==> src/rtl/i2c_audio_pkg.sv <==
// Package: shared constants, register indices, bus phase type and
// power-up register values for the audio control interface.
package i2c_audio_pkg;
    localparam int REG_COUNT = 4;
    localparam int IDX_W     = $clog2(REG_COUNT);
    localparam int BYTE_W    = 8;
    localparam int IN_FINE_W = 3;
    localparam int IN_CRS_W  = 3;
    localparam int SC_FINE_W = 3;
    localparam int SC_CRS_W  = 2;

    localparam logic [IDX_W-1:0] IDX_MODE   = IDX_W'(0);
    localparam logic [IDX_W-1:0] IDX_SPACE  = IDX_W'(1);
    localparam logic [IDX_W-1:0] IDX_CENTER = IDX_W'(2);
    localparam logic [IDX_W-1:0] IDX_INPUT  = IDX_W'(3);
    localparam logic [IDX_W-1:0] IDX_LAST   = IDX_W'(REG_COUNT - 1);

    typedef enum logic [2:0] {
        PH_IDLE,
        PH_ADDR,
        PH_SUB,
        PH_DATA,
        PH_SKIP
    } bus_phase_e;

    // Power-up value: attenuators muted, effect off.
    function automatic logic [BYTE_W-1:0] reg_default(input int idx);
        case (idx)
            1, 2:    return BYTE_W'(1 << (SC_FINE_W + SC_CRS_W));
            3:       return BYTE_W'(1 << (IN_FINE_W + IN_CRS_W));
            default: return '0;
        endcase
    endfunction
endpackage

==> src/rtl/i2c_line_sync.sv <==
// Module: i2c_line_sync
// Brings the asynchronous bus clock and data lines into the system clock
// domain and reports clock edges plus START and STOP events.
// Assumes the system clock is several times faster than the bus clock.
module i2c_line_sync #(
    parameter int SYNC_STAGES = 2
) (
    input  logic clk,
    input  logic rst_n,
    input  logic scl_i,
    input  logic sda_i,
    output logic scl_rise_o,
    output logic scl_fall_o,
    output logic sda_o,
    output logic start_o,
    output logic stop_o
);
    logic [SYNC_STAGES-1:0] scl_sync_q, sda_sync_q;
    logic scl_prev_q, sda_prev_q;
    logic scl_s, sda_s;

    assign scl_s = scl_sync_q[SYNC_STAGES-1];
    assign sda_s = sda_sync_q[SYNC_STAGES-1];

    // Purpose: multi-flop synchroniser chains, idle-high at reset.
    always_ff @(posedge clk) begin
        if (!rst_n) begin
            scl_sync_q <= '1;
            sda_sync_q <= '1;
            scl_prev_q <= 1'b1;
            sda_prev_q <= 1'b1;
        end else begin
            scl_sync_q <= {scl_sync_q[SYNC_STAGES-2:0], scl_i};
            sda_sync_q <= {sda_sync_q[SYNC_STAGES-2:0], sda_i};
            scl_prev_q <= scl_s;
            sda_prev_q <= sda_s;
        end
    end

    // Purpose: edge and bus-condition detection on the synchronised lines.
    always_comb begin
        scl_rise_o = scl_s & ~scl_prev_q;
        scl_fall_o = ~scl_s & scl_prev_q;
        sda_o      = sda_s;
        start_o    = scl_s & scl_prev_q & sda_prev_q & ~sda_s;
        stop_o     = scl_s & scl_prev_q & ~sda_prev_q & sda_s;
    end
endmodule

==> src/rtl/i2c_byte_rx.sv <==
// Module: i2c_byte_rx
// Transaction engine: shifts in bytes MSB first, matches the address,
// latches the register pointer, drives acknowledge and issues one write
// strobe per data byte. Assumes events come from i2c_line_sync.
module i2c_byte_rx
    import i2c_audio_pkg::*;
(
    input  logic              clk,
    input  logic              rst_n,
    input  logic              scl_rise_i,
    input  logic              scl_fall_i,
    input  logic              sda_i,
    input  logic              start_i,
    input  logic              stop_i,
    input  logic [BYTE_W-1:0] own_addr_i,
    output logic              ack_pull_o,
    output logic              wr_en_o,
    output logic [IDX_W-1:0]  wr_idx_o,
    output logic [BYTE_W-1:0] wr_data_o
);
    localparam logic [3:0] BITS_FULL = 4'(BYTE_W);

    bus_phase_e        phase_q;
    logic [3:0]        bit_cnt_q;
    logic [BYTE_W-1:0] shift_q;
    logic              in_ack_q, ack_drv_q, auto_q;
    logic [IDX_W-1:0]  idx_q;
    logic              active;

    assign active = (phase_q == PH_ADDR) || (phase_q == PH_SUB) || (phase_q == PH_DATA);

    // Purpose: bus phase sequencing, bit shifting, acknowledge and write strobe.
    always_ff @(posedge clk) begin
        if (!rst_n) begin
            phase_q   <= PH_IDLE;
            bit_cnt_q <= '0;
            shift_q   <= '0;
            in_ack_q  <= 1'b0;
            ack_drv_q <= 1'b0;
            auto_q    <= 1'b0;
            idx_q     <= '0;
            wr_en_o   <= 1'b0;
            wr_idx_o  <= '0;
            wr_data_o <= '0;
        end else begin
            wr_en_o <= 1'b0;
            if (start_i) begin
                phase_q   <= PH_ADDR;
                bit_cnt_q <= '0;
                in_ack_q  <= 1'b0;
                ack_drv_q <= 1'b0;
            end else if (stop_i) begin
                phase_q   <= PH_IDLE;
                bit_cnt_q <= '0;
                in_ack_q  <= 1'b0;
                ack_drv_q <= 1'b0;
            end else if (active) begin
                if (scl_fall_i && in_ack_q) begin
                    in_ack_q  <= 1'b0;
                    ack_drv_q <= 1'b0;
                    bit_cnt_q <= '0;
                end else if (scl_rise_i && !in_ack_q && bit_cnt_q != BITS_FULL) begin
                    shift_q   <= {shift_q[BYTE_W-2:0], sda_i};
                    bit_cnt_q <= bit_cnt_q + 4'd1;
                end else if (scl_fall_i && bit_cnt_q == BITS_FULL) begin
                    in_ack_q  <= 1'b1;
                    ack_drv_q <= 1'b1;
                    case (phase_q)
                        PH_ADDR: begin
                            if (shift_q == own_addr_i) begin
                                phase_q <= PH_SUB;
                            end else begin
                                phase_q   <= PH_SKIP;
                                in_ack_q  <= 1'b0;
                                ack_drv_q <= 1'b0;
                            end
                        end
                        PH_SUB: begin
                            auto_q  <= shift_q[BYTE_W-1];
                            idx_q   <= shift_q[IDX_W-1:0];
                            phase_q <= PH_DATA;
                        end
                        default: begin
                            wr_en_o   <= 1'b1;
                            wr_idx_o  <= idx_q;
                            wr_data_o <= shift_q;
                            if (auto_q) begin
                                idx_q <= (idx_q == IDX_LAST) ? '0 : idx_q + IDX_W'(1);
                            end
                        end
                    endcase
                end
            end
        end
    end

    assign ack_pull_o = ack_drv_q;

    // the pull-down only ever appears inside an acknowledge slot.
    p_ack_in_slot_r3: assert property (@(posedge clk) disable iff (!rst_n)
        ack_drv_q |-> in_ack_q);
    // a mismatched transaction never acknowledges.
    p_skip_silent_r11: assert property (@(posedge clk) disable iff (!rst_n)
        (phase_q == PH_SKIP) |-> !ack_drv_q && !wr_en_o);
    // a START always leaves an empty address phase.
    p_start_restart_r12: assert property (@(posedge clk) disable iff (!rst_n)
        start_i |=> (phase_q == PH_ADDR) && (bit_cnt_q == 4'd0) && !ack_drv_q);
    // advancing pointer wraps from the last register to the first.
    p_ptr_wrap_r6: assert property (@(posedge clk) disable iff (!rst_n)
        (wr_en_o && auto_q && wr_idx_o == IDX_LAST) |-> (idx_q == '0));
    // without the advance flag the pointer holds after a write.
    p_ptr_hold_r5: assert property (@(posedge clk) disable iff (!rst_n)
        (wr_en_o && !auto_q) |-> (idx_q == wr_idx_o));
    // write strobes come only from the data phase.
    p_wr_in_data_r4: assert property (@(posedge clk) disable iff (!rst_n)
        wr_en_o |-> (phase_q == PH_DATA));
endmodule

==> src/rtl/i2c_audio_regs.sv <==
// Module: i2c_audio_regs
// Bank of control registers loaded by the write strobe, reset to the
// muted power-up values. Assumes at most one write per cycle.
module i2c_audio_regs
    import i2c_audio_pkg::*;
(
    input  logic                              clk,
    input  logic                              rst_n,
    input  logic                              wr_en_i,
    input  logic [IDX_W-1:0]                  wr_idx_i,
    input  logic [BYTE_W-1:0]                 wr_data_i,
    output logic [REG_COUNT-1:0][BYTE_W-1:0]  bank_o
);
    logic [REG_COUNT-1:0][BYTE_W-1:0] bank_q;

    for (genvar g = 0; g < REG_COUNT; g++) begin : g_reg
        // Purpose: one control register with its own power-up value.
        always_ff @(posedge clk) begin
            if (!rst_n) begin
                bank_q[g] <= reg_default(g);
            end else if (wr_en_i && wr_idx_i == IDX_W'(g)) begin
                bank_q[g] <= wr_data_i;
            end
        end
    end

    assign bank_o = bank_q;

    // a write strobe lands its byte in the indexed register.
    p_write_lands_r4: assert property (@(posedge clk) disable iff (!rst_n)
        wr_en_i |=> (bank_q[$past(wr_idx_i)] == $past(wr_data_i)));
    // reset leaves every attenuator muted and the effect off.
    p_reset_muted_r10: assert property (@(posedge clk)
        !rst_n |=> bank_q[IDX_INPUT][IN_FINE_W+IN_CRS_W]
                   && bank_q[IDX_SPACE][SC_FINE_W+SC_CRS_W]
                   && bank_q[IDX_CENTER][SC_FINE_W+SC_CRS_W]
                   && (bank_q[IDX_MODE][1:0] == 2'b00));
endmodule

==> src/rtl/i2c_audio_decode.sv <==
// Module: i2c_audio_decode
// Splits the register bank into control fields for the analog path.
// Purely combinational; the two effect attenuators share one layout.
module i2c_audio_decode
    import i2c_audio_pkg::*;
(
    input  logic [REG_COUNT-1:0][BYTE_W-1:0] bank_i,
    output logic                 mode_effect_o,
    output logic                 mode_stereo_o,
    output logic                 in_mute_o,
    output logic [IN_FINE_W-1:0] in_fine_o,
    output logic [IN_CRS_W-1:0]  in_coarse_o,
    output logic [1:0]           sc_mute_o,
    output logic [1:0][SC_FINE_W-1:0] sc_fine_o,
    output logic [1:0][SC_CRS_W-1:0]  sc_coarse_o
);
    localparam int IN_MUTE_LSB = IN_FINE_W + IN_CRS_W;
    localparam int SC_MUTE_BIT = SC_FINE_W + SC_CRS_W;

    logic unused_bits;

    // Purpose: mode and input attenuator field extraction.
    always_comb begin
        mode_effect_o = bank_i[IDX_MODE][0];
        mode_stereo_o = bank_i[IDX_MODE][1];
        in_fine_o     = bank_i[IDX_INPUT][IN_FINE_W-1:0];
        in_coarse_o   = bank_i[IDX_INPUT][IN_FINE_W +: IN_CRS_W];
        in_mute_o     = |bank_i[IDX_INPUT][BYTE_W-1:IN_MUTE_LSB];
    end

    for (genvar k = 0; k < 2; k++) begin : g_sc
        localparam logic [IDX_W-1:0] SRC = (k == 0) ? IDX_SPACE : IDX_CENTER;
        // Purpose: stepped attenuator fields for space (k=0) and center (k=1).
        always_comb begin
            sc_fine_o[k]   = bank_i[SRC][SC_FINE_W-1:0];
            sc_coarse_o[k] = bank_i[SRC][SC_FINE_W +: SC_CRS_W];
            sc_mute_o[k]   = bank_i[SRC][SC_MUTE_BIT];
        end
    end

    assign unused_bits = ^{bank_i[IDX_MODE][BYTE_W-1:2],
                           bank_i[IDX_SPACE][BYTE_W-1:SC_MUTE_BIT+1],
                           bank_i[IDX_CENTER][BYTE_W-1:SC_MUTE_BIT+1]};
endmodule

==> src/rtl/i2c_audio_ctl.sv <==
// Module: i2c_audio_ctl (top)
// Write-only two-wire control port for an audio matrix: line sync,
// transaction engine, register bank and field decode.
// Assumes the pad turns sda_pull_o into an open-drain low.
module i2c_audio_ctl
    import i2c_audio_pkg::*;
#(
    parameter int          SYNC_STAGES = 2,
    parameter logic [7:0]  ADDR_LO     = 8'h80,
    parameter logic [7:0]  ADDR_HI     = 8'h82
) (
    input  logic                 clk,
    input  logic                 rst_n,
    input  logic                 scl_i,
    input  logic                 sda_i,
    input  logic                 addr_sel_i,
    output logic                 sda_pull_o,
    output logic                 mode_effect_o,
    output logic                 mode_stereo_o,
    output logic                 in_mute_o,
    output logic [IN_FINE_W-1:0] in_fine_o,
    output logic [IN_CRS_W-1:0]  in_coarse_o,
    output logic                 spc_mute_o,
    output logic [SC_FINE_W-1:0] spc_fine_o,
    output logic [SC_CRS_W-1:0]  spc_coarse_o,
    output logic                 ctr_mute_o,
    output logic [SC_FINE_W-1:0] ctr_fine_o,
    output logic [SC_CRS_W-1:0]  ctr_coarse_o
);
    logic scl_rise, scl_fall, sda_s, start_evt, stop_evt;
    logic wr_en;
    logic [IDX_W-1:0]  wr_idx;
    logic [BYTE_W-1:0] wr_data, own_addr;
    logic [REG_COUNT-1:0][BYTE_W-1:0] bank;
    logic [1:0] sc_mute;
    logic [1:0][SC_FINE_W-1:0] sc_fine;
    logic [1:0][SC_CRS_W-1:0]  sc_coarse;

    assign own_addr = addr_sel_i ? ADDR_HI : ADDR_LO;

    i2c_line_sync #(.SYNC_STAGES(SYNC_STAGES)) u_sync (
        .clk(clk), .rst_n(rst_n), .scl_i(scl_i), .sda_i(sda_i),
        .scl_rise_o(scl_rise), .scl_fall_o(scl_fall), .sda_o(sda_s),
        .start_o(start_evt), .stop_o(stop_evt));

    i2c_byte_rx u_rx (
        .clk(clk), .rst_n(rst_n), .scl_rise_i(scl_rise), .scl_fall_i(scl_fall),
        .sda_i(sda_s), .start_i(start_evt), .stop_i(stop_evt),
        .own_addr_i(own_addr), .ack_pull_o(sda_pull_o), .wr_en_o(wr_en),
        .wr_idx_o(wr_idx), .wr_data_o(wr_data));

    i2c_audio_regs u_regs (
        .clk(clk), .rst_n(rst_n), .wr_en_i(wr_en), .wr_idx_i(wr_idx),
        .wr_data_i(wr_data), .bank_o(bank));

    i2c_audio_decode u_dec (
        .bank_i(bank), .mode_effect_o(mode_effect_o), .mode_stereo_o(mode_stereo_o),
        .in_mute_o(in_mute_o), .in_fine_o(in_fine_o), .in_coarse_o(in_coarse_o),
        .sc_mute_o(sc_mute), .sc_fine_o(sc_fine), .sc_coarse_o(sc_coarse));

    assign spc_mute_o   = sc_mute[0];
    assign spc_fine_o   = sc_fine[0];
    assign spc_coarse_o = sc_coarse[0];
    assign ctr_mute_o   = sc_mute[1];
    assign ctr_fine_o   = sc_fine[1];
    assign ctr_coarse_o = sc_coarse[1];
endmodule

==> config.mk <==
export PLATFORM = sky130hd
export DESIGN_NAME = i2c_audio_ctl
export DESIGN_NICKNAME = d
export VERILOG_FILES = /design/src/rtl/i2c_audio_pkg.sv /design/src/rtl/i2c_line_sync.sv /design/src/rtl/i2c_byte_rx.sv /design/src/rtl/i2c_audio_regs.sv /design/src/rtl/i2c_audio_decode.sv /design/src/rtl/i2c_audio_ctl.sv
export SDC_FILE = /design/constraint.sdc
export NUM_CORES = 1
export LEC_CHECK = 0
export CORE_MARGIN = 5
export CORE_UTILIZATION = 50
export CTS_CLUSTER_DIAMETER = 150
export DETAILED_ROUTE_END_ITERATION = 6
export PLACE_DENSITY = 0.72
export SLEW_MARGIN = 20
export SYNTH_ARGS = -nofsm -noshare
export SYNTH_HDL_FRONTEND = slang
export SYNTH_SLANG_ARGS = --single-unit
==> constraint.sdc <==
create_clock -name clk -period 3.1 [get_ports clk]
set_input_delay 0.775 -clock clk [delete_from_list [all_inputs] [get_ports clk]]
set_output_delay 0.775 -clock clk [all_outputs]
set_load 0.02 [all_outputs]
==> flow_summary.yaml, run 1 <==
synthesis:
  synthXorXnorAreaFrac_pct: 1.07
  synth-seq-cells: 58
  avgSynthCellArea_um2: 9.65
  synthMuxAreaShare_pct: 13.9
  ys_warn_count: 0
  synth_top_family_by_area: "simple AND/OR/NAND/NOR gates"
  synth_seq_area_share_pct: 47.3
  syn_nets: 262
  synth_fa_ha_area_share_pct: 1.53
  synthDistinctLibCells: 45
  synthSimpleGateAreaFrac_pct: 20.6
  syn_inst: 254
  synth_compound_area_share_pct: 7.60
  netlist_area_um2: 2450
run:
  maxCapViolCount: 0
cts:
  cts_max_level: 3
  clock-sinks: 58
  clock_path_buffers: 2
  cts_hold_buf: 0
  cts-resized-gates: 0
  cts_tree: "built"
  path_clk_slew_ns: 0.06
  postCtsSetupBuffers: 0
  clockRootBuffer: "clkbuf_8"
  numCtsBuffers: 9
  clk_latency_ns: 0.33
layout:
  mostFrequentLayoutCells: "dfxtp_1 (58), nor2_1 (34), mux2i_1 (33)"
  multi_input_area_um2: 1100
  regArea_um2: 1160
  nNetsFinal: 274
  n_fill_cell: 415
  insertedDiodeCount: 0
  synthToLayoutAreaGrowth_pct: 16.4
  drive_above_1_share_pct: 10.3
  layout_commonest_cell: "dfxtp_1"
sta:
  tightest_slew_ns: 0.676
  setup_slack_ns: 0.864
  finalCritPeriodShare_pct: 72.1
  fin_crit_ns: 2.24
  rsz0062_at_grt: "false"
  setup_viol: 0
  hold_viol_final: 0
  fmax_ghz: 0.447
  relSlewSlack_pct: 54.8
  slew_violations: 0
  setup-tns-final_ns: 0
  finalClockSkew_ns: 0.00726
drt:
  wl_um: 4540
  ant_nets: 0
  drtIter0Drc: 81
  first_pass_iters: 4
  post_drt_via_cell_ratio: 5.02
  vias: 1698
  drc: 0
  wl_per_cell_um: 13.4
die:
  die_x_um: 80.0
  row_count: 25
  die_h_um: 80.0
  start_util_pct: 51.6
  io_pins: 27
  core_area_um2: 4750
  dieArea_um2: 6410
hold_path:
  worstHoldPathType: "register to register"
global_route:
  grt_max_degree: 42
  grt_use_total_pct: 15.8
  grt_pass1_vias: 1671
  antenna_found_initial: 0
  grt_overflow: 0
  grt_pass1_wl_um: 7800
placement:
  gp_congestion: 0.770
  portBuffers: 26
  hpwl_um: 3110
  place_ws_ns: 0.866
setup_path:
  end_kind: "output pin"
  path_max_fanout: 2
  cp.required_ns: 2.32
  critical_path_arrival_ns: 1.46
  cp-start-kind: "register"
  crit_type: "register to output pin"
power:
  clock_power_share_pct: 49.0
  p_comb_share_pct: 2.5
  power_frac_seq_pct: 48.5
  p_sw_share_pct: 20.6
  p_leak_nw: 1.24
  p_int_mw: 1.24
  power.density_nw_per_um2: 546
  power_switching_uw: 322
  ir_drop_mv: 0.377
outcome:
  status: "complete, no violations"
sequential cells by signal, summed over array words and instances, names as in the netlist:
| name | cells |
|---|---|
| u_regs.bank_o | 22 |
| u_rx.shift_q | 8 |
| u_rx.wr_data_o | 8 |
| u_rx.bit_cnt_q | 4 |
| u_rx.phase_q | 3 |
| u_rx.idx_q | 2 |
| u_rx.wr_idx_o | 2 |
| u_sync.scl_sync_q | 2 |
| u_sync.sda_sync_q | 2 |
| u_rx.auto_q | 1 |
| u_rx.in_ack_q | 1 |
| u_rx.wr_en_o | 1 |
| u_sync.scl_prev_q | 1 |
| u_sync.sda_prev_q | 1 |
area by class of cell:
class | count | area share, %
Inverter | 5 | 0.658
Clock buffer | 11 | 4.95
Multi-Input combinational cell | 164 | 38.4
Clock inverter | 5 | 2.72
Timing Repair Buffer | 28 | 9.64
Sequential cell | 58 | 40.7
Tap cell | 67 | 2.94
Yosys cell counts (all sizes together):
| master | count | area [um^2] |
|---|---|---|
| nor3b | 3 | 45.1 |
| a32oi | 1 | 8.76 |
| and4bb | 1 | 12.5 |
| or3 | 2 | 12.5 |
| mux2 | 1 | 11.3 |
| a211oi | 1 | 7.51 |
| nor3 | 5 | 35.0 |
| or2 | 1 | 6.26 |
| dfxtp | 58 | 1160 |
| nor4b | 1 | 8.76 |
| a31oi | 3 | 18.8 |
| o2111ai | 1 | 8.76 |
| o31ai | 2 | 15.0 |
| nand2b | 6 | 37.5 |
| nor2 | 34 | 128 |
| nand2 | 23 | 86.3 |
| o21ba | 1 | 10.0 |
| and3 | 2 | 12.5 |
| o211ai | 3 | 22.5 |
| mux2i | 33 | 330 |
| nor4 | 1 | 6.26 |
| o21a | 1 | 7.51 |
| ha | 3 | 37.5 |
| buf | 21 | 154 |
| o21ai | 4 | 20.0 |
| inv | 5 | 18.8 |
| nand3b | 3 | 22.5 |
| xor2 | 2 | 17.5 |
| nand4 | 4 | 31.3 |
| nor2b | 2 | 15.0 |
| a2111oi | 1 | 15.0 |
| clkbuf | 6 | 22.5 |
| a21oi | 9 | 45.0 |
| o21bai | 1 | 7.51 |
| and4b | 1 | 10.0 |
| nand3 | 7 | 35.0 |
| xnor2 | 1 | 8.76 |
logic make-up (layout without fill, tap and decap cells):
family	after synthesis	count (layout)
and+or+nand+nor	96	96
AOI/OAI and AO/OA	28	28
buffers and inverters	32	49
muxes	34	34
adders and majority gates	3	3
DFF	58	58
xor gates and xnor gates	3	3
path summary, 6_finish.rpt:
check,slack (ns),cells after the start,start,end
max,0.86,2,u_regs.bank_o[30]$_SDFFE_PN1P_,in_mute_o
min,0.41,1,u_sync.sda_sync_q[0]$_SDFF_PN1_,u_sync.sda_sync_q[1]$_SDFF_PN1_
max reg2reg,1.20,4,u_rx.phase_q[0]$_SDFFE_PN0P_,u_rx.shift_q[6]$_SDFFE_PN0P_
min reg2reg,0.41,1,u_sync.sda_sync_q[0]$_SDFF_PN1_,u_sync.sda_sync_q[1]$_SDFF_PN1_
stage by stage:
step | util (%) | power (mW) | cell area [um^2] | cells | hold slack (ns)
6_report | 60.0 | 1.56 | 2850 | 338 | 0.415
5_1_grt | 60.0 | 1.62 | 2850 | 338 | 0.442
4_1_cts | 60.0 | 1.58 | 2850 | 338 | 0.419
3_5_place_dp | 55.4 | 0.811 | 2640 | 322 | 0.395
3_3_place_gp | 55.4 | 0.810 | 2640 | 322 | 0.389
2_1_floorplan | - | 0.798 | 2450 | 254 | 0.386
routing by layer:
layer | wire length (um) | part of all wire [%] | global-route usage [%]
met1 | 2220 | 49 | 20.4
met2 | 2040 | 45 | 24.0
met3 | 169 | 3.7 | 4.63
met4 | 106 | 2.3 | 7.77
met5 | 0 | 0 | 0
power groups by stage:
| stage | registers [mW] | logic (mW) | clock network [mW] |
|---|---|---|---|
| 6_report | 0.756 | 0.0383 | 0.764 |
| 3_5_place_dp | 0.772 | 0.0383 | 0 |
| 4_1_cts | 0.756 | 0.0386 | 0.782 |
| 5_1_grt | 0.756 | 0.0425 | 0.825 |
| 3_3_place_gp | 0.772 | 0.0379 | 0 |
| 2_1_floorplan | 0.768 | 0.0308 | 0 |
critical path: stages (launching register included):
cell             delay [ns]
dfxtp_1                0.31
or2_2                  0.28
clkdlybuf4s50_1        0.54
Power figures use the tool's default switching activity.
==> run 2, diff against run 1 <==
Clock period 3.1 ns to 2.17 ns, I/O delays scaled along.
==> run 2 against run 1 <==
Register-to-register slack worse by 0.70 ns. Setup slack lost 0.69 ns. Cell count increased by 0.30%. Combinational power grew 52%. Sequential power is 43% higher. Critical path type unchanged. Critical endpoint unchanged. Largest cell class unchanged. Highest routed layer unchanged.
==> flow_summary.yaml, run 2 (synthesis results as in run 1) <==
power:
  p_leak_nw: 1.24
  power.density_nw_per_um2: 730
  ir_drop_mv: 0.407
placement:
  gp_congestion: 0.795
  place_inst: 324
  hpwl_um: 3000
  portBuffers: 26
  place_area_um2: 2660
setup_path:
  crit_type: "register to output pin"
  worstReg2RegStart: "u_rx.bit_cnt_q[0]$_SDFFE_PP0P_"
  path_cells: "or2_2 -> clkdlybuf4s50_1"
  cp_slowest_stage_delay_ns: 0.53
  cp_num_buf_inv: 1
  critical_path_arrival_ns: 1.45
  crit_start: "u_regs.bank_o[30]$_SDFFE_PN1P_"
  end_kind: "output pin"
  cp-start-kind: "register"
  crit_family: "buffers and inverters"
  path_max_fanout: 2
  cp.required_ns: 1.63
  cpMaxStageDelayCell: "clkdlybuf4s50_1"
layout:
  synthToLayoutAreaGrowth_pct: 16.2
  insertedDiodeCount: 0
  drive_above_1_share_pct: 9.93
  layout_commonest_cell: "dfxtp_1"
  n_fill_cell: 433
  nNetsFinal: 276
  stdcell_count: 339
  final_core_util_pct: 59.9
  fin_area_um2: 2850
  mostFrequentLayoutCells: "dfxtp_1 (58), nor2_1 (34), mux2i_1 (33)"
  largest_register_ffs: 22
cts:
  path_clk_slew_ns: 0.06
  clockRootBuffer: "clkbuf_8"
  cts_max_level: 3
  cts_hold_buf: 0
  numCtsBuffers: 9
  postCtsSetupBuffers: 0
  clock-sinks: 58
  cts_tree: "built"
  clock_path_buffers: 2
  cts-resized-gates: 0
  clk_latency_ns: 0.33
global_route:
  grt_pass1_vias: 1551
  grt_use_total_pct: 15.1
  grt_max_degree: 42
  grt_overflow: 0
  antenna_found_initial: 0
  grt_pass1_wl_um: 7400
drt:
  drc: 0
  wl_um: 4310
  wl_per_cell_um: 12.7
  post_drt_via_cell_ratio: 4.95
  ant_nets: 0
  vias: 1679
  first_pass_iters: 4
  drtIter0Drc: 106
sta:
  setup-tns-final_ns: 0
  rsz0062_at_grt: "false"
  fmax_ghz: 0.501
  setup_viol: 0
  finalClockSkew_ns: 0.00750
  hold_viol_final: 0
  tightest_slew_ns: 0.529
  fin_crit_ns: 2.00
  hold-worst-slack_ns: 0.407
  finalCritPeriodShare_pct: 91.9
  slew_violations: 0
  relSlewSlack_pct: 64.6
die:
  die_x_um: 80.0
  die_h_um: 80.0
  dieArea_um2: 6410
  row_count: 25
  core_area_um2: 4750
  io_pins: 27
  start_util_pct: 51.6
outcome:
  status: "complete, no violations"
run:
  maxCapViolCount: 0
hold_path:
  worstHoldPathType: "register to register"
  worstHoldStart: "u_sync.scl_sync_q[0]$_SDFF_PN1_"
-- run 2: cell types whose count changed in the layout (fill, tap and decap cells not counted) --
cell	before	now
buf_4	2	3
bufinv_16	2	1
clkinv_2	2	0
clkbuf_1	1	3
buf_12	0	1
-- run 2: power breakdown --
group | internal, mW | total (mW) | switching [mW]
Combinational | 0.0249 | 0.0582 | 0.0333
Sequential | 1.07 | 1.08 | 0.00875
Clock | 0.557 | 0.941 | 0.385
Total | 1.65 | 2.08 | 0.427
-- run 2: area by class of cell --
type | instances | area (um^2) | area share [%]
flip-flops and latches | 58 | 1160 | 40.8
multi-input cells | 164 | 1100 | 38.5
repair buffers | 30 | 303 | 10.6
clock buffers | 13 | 149 | 5.23
well taps | 67 | 83.8 | 2.94
clock inverters | 2 | 37.5 | 1.32
inverters | 5 | 18.8 | 0.659
-- run 2: per-layer routing --
metal,GRT usage [%],wire [um]
met5,0,0
met4,8.61,82
met3,3.72,172
met2,20.7,1810
met1,21.4,2240
-- run 2: per-stage QoR --
step	setup slack (ns)	power, mW
floorplan	0.693	1.14
global placement	0.335	1.16
detailed placement	0.331	1.16
CTS	0.155	2.11
global route	0.134	2.17
finish	0.175	2.08
-- run 2: path summary, 6_finish.rpt --
check / depth (start not counted) / end / slack [ns]
setup / recovery: 2 / in_mute_o / 0.17
hold / removal: 1 / u_sync.scl_sync_q[1]$_SDFF_PN1_ / 0.41
setup reg to reg: 7 / u_rx.wr_data_o[7]$_SDFFE_PN0P_ / 0.50
hold reg to reg: 1 / u_sync.scl_sync_q[1]$_SDFF_PN1_ / 0.41
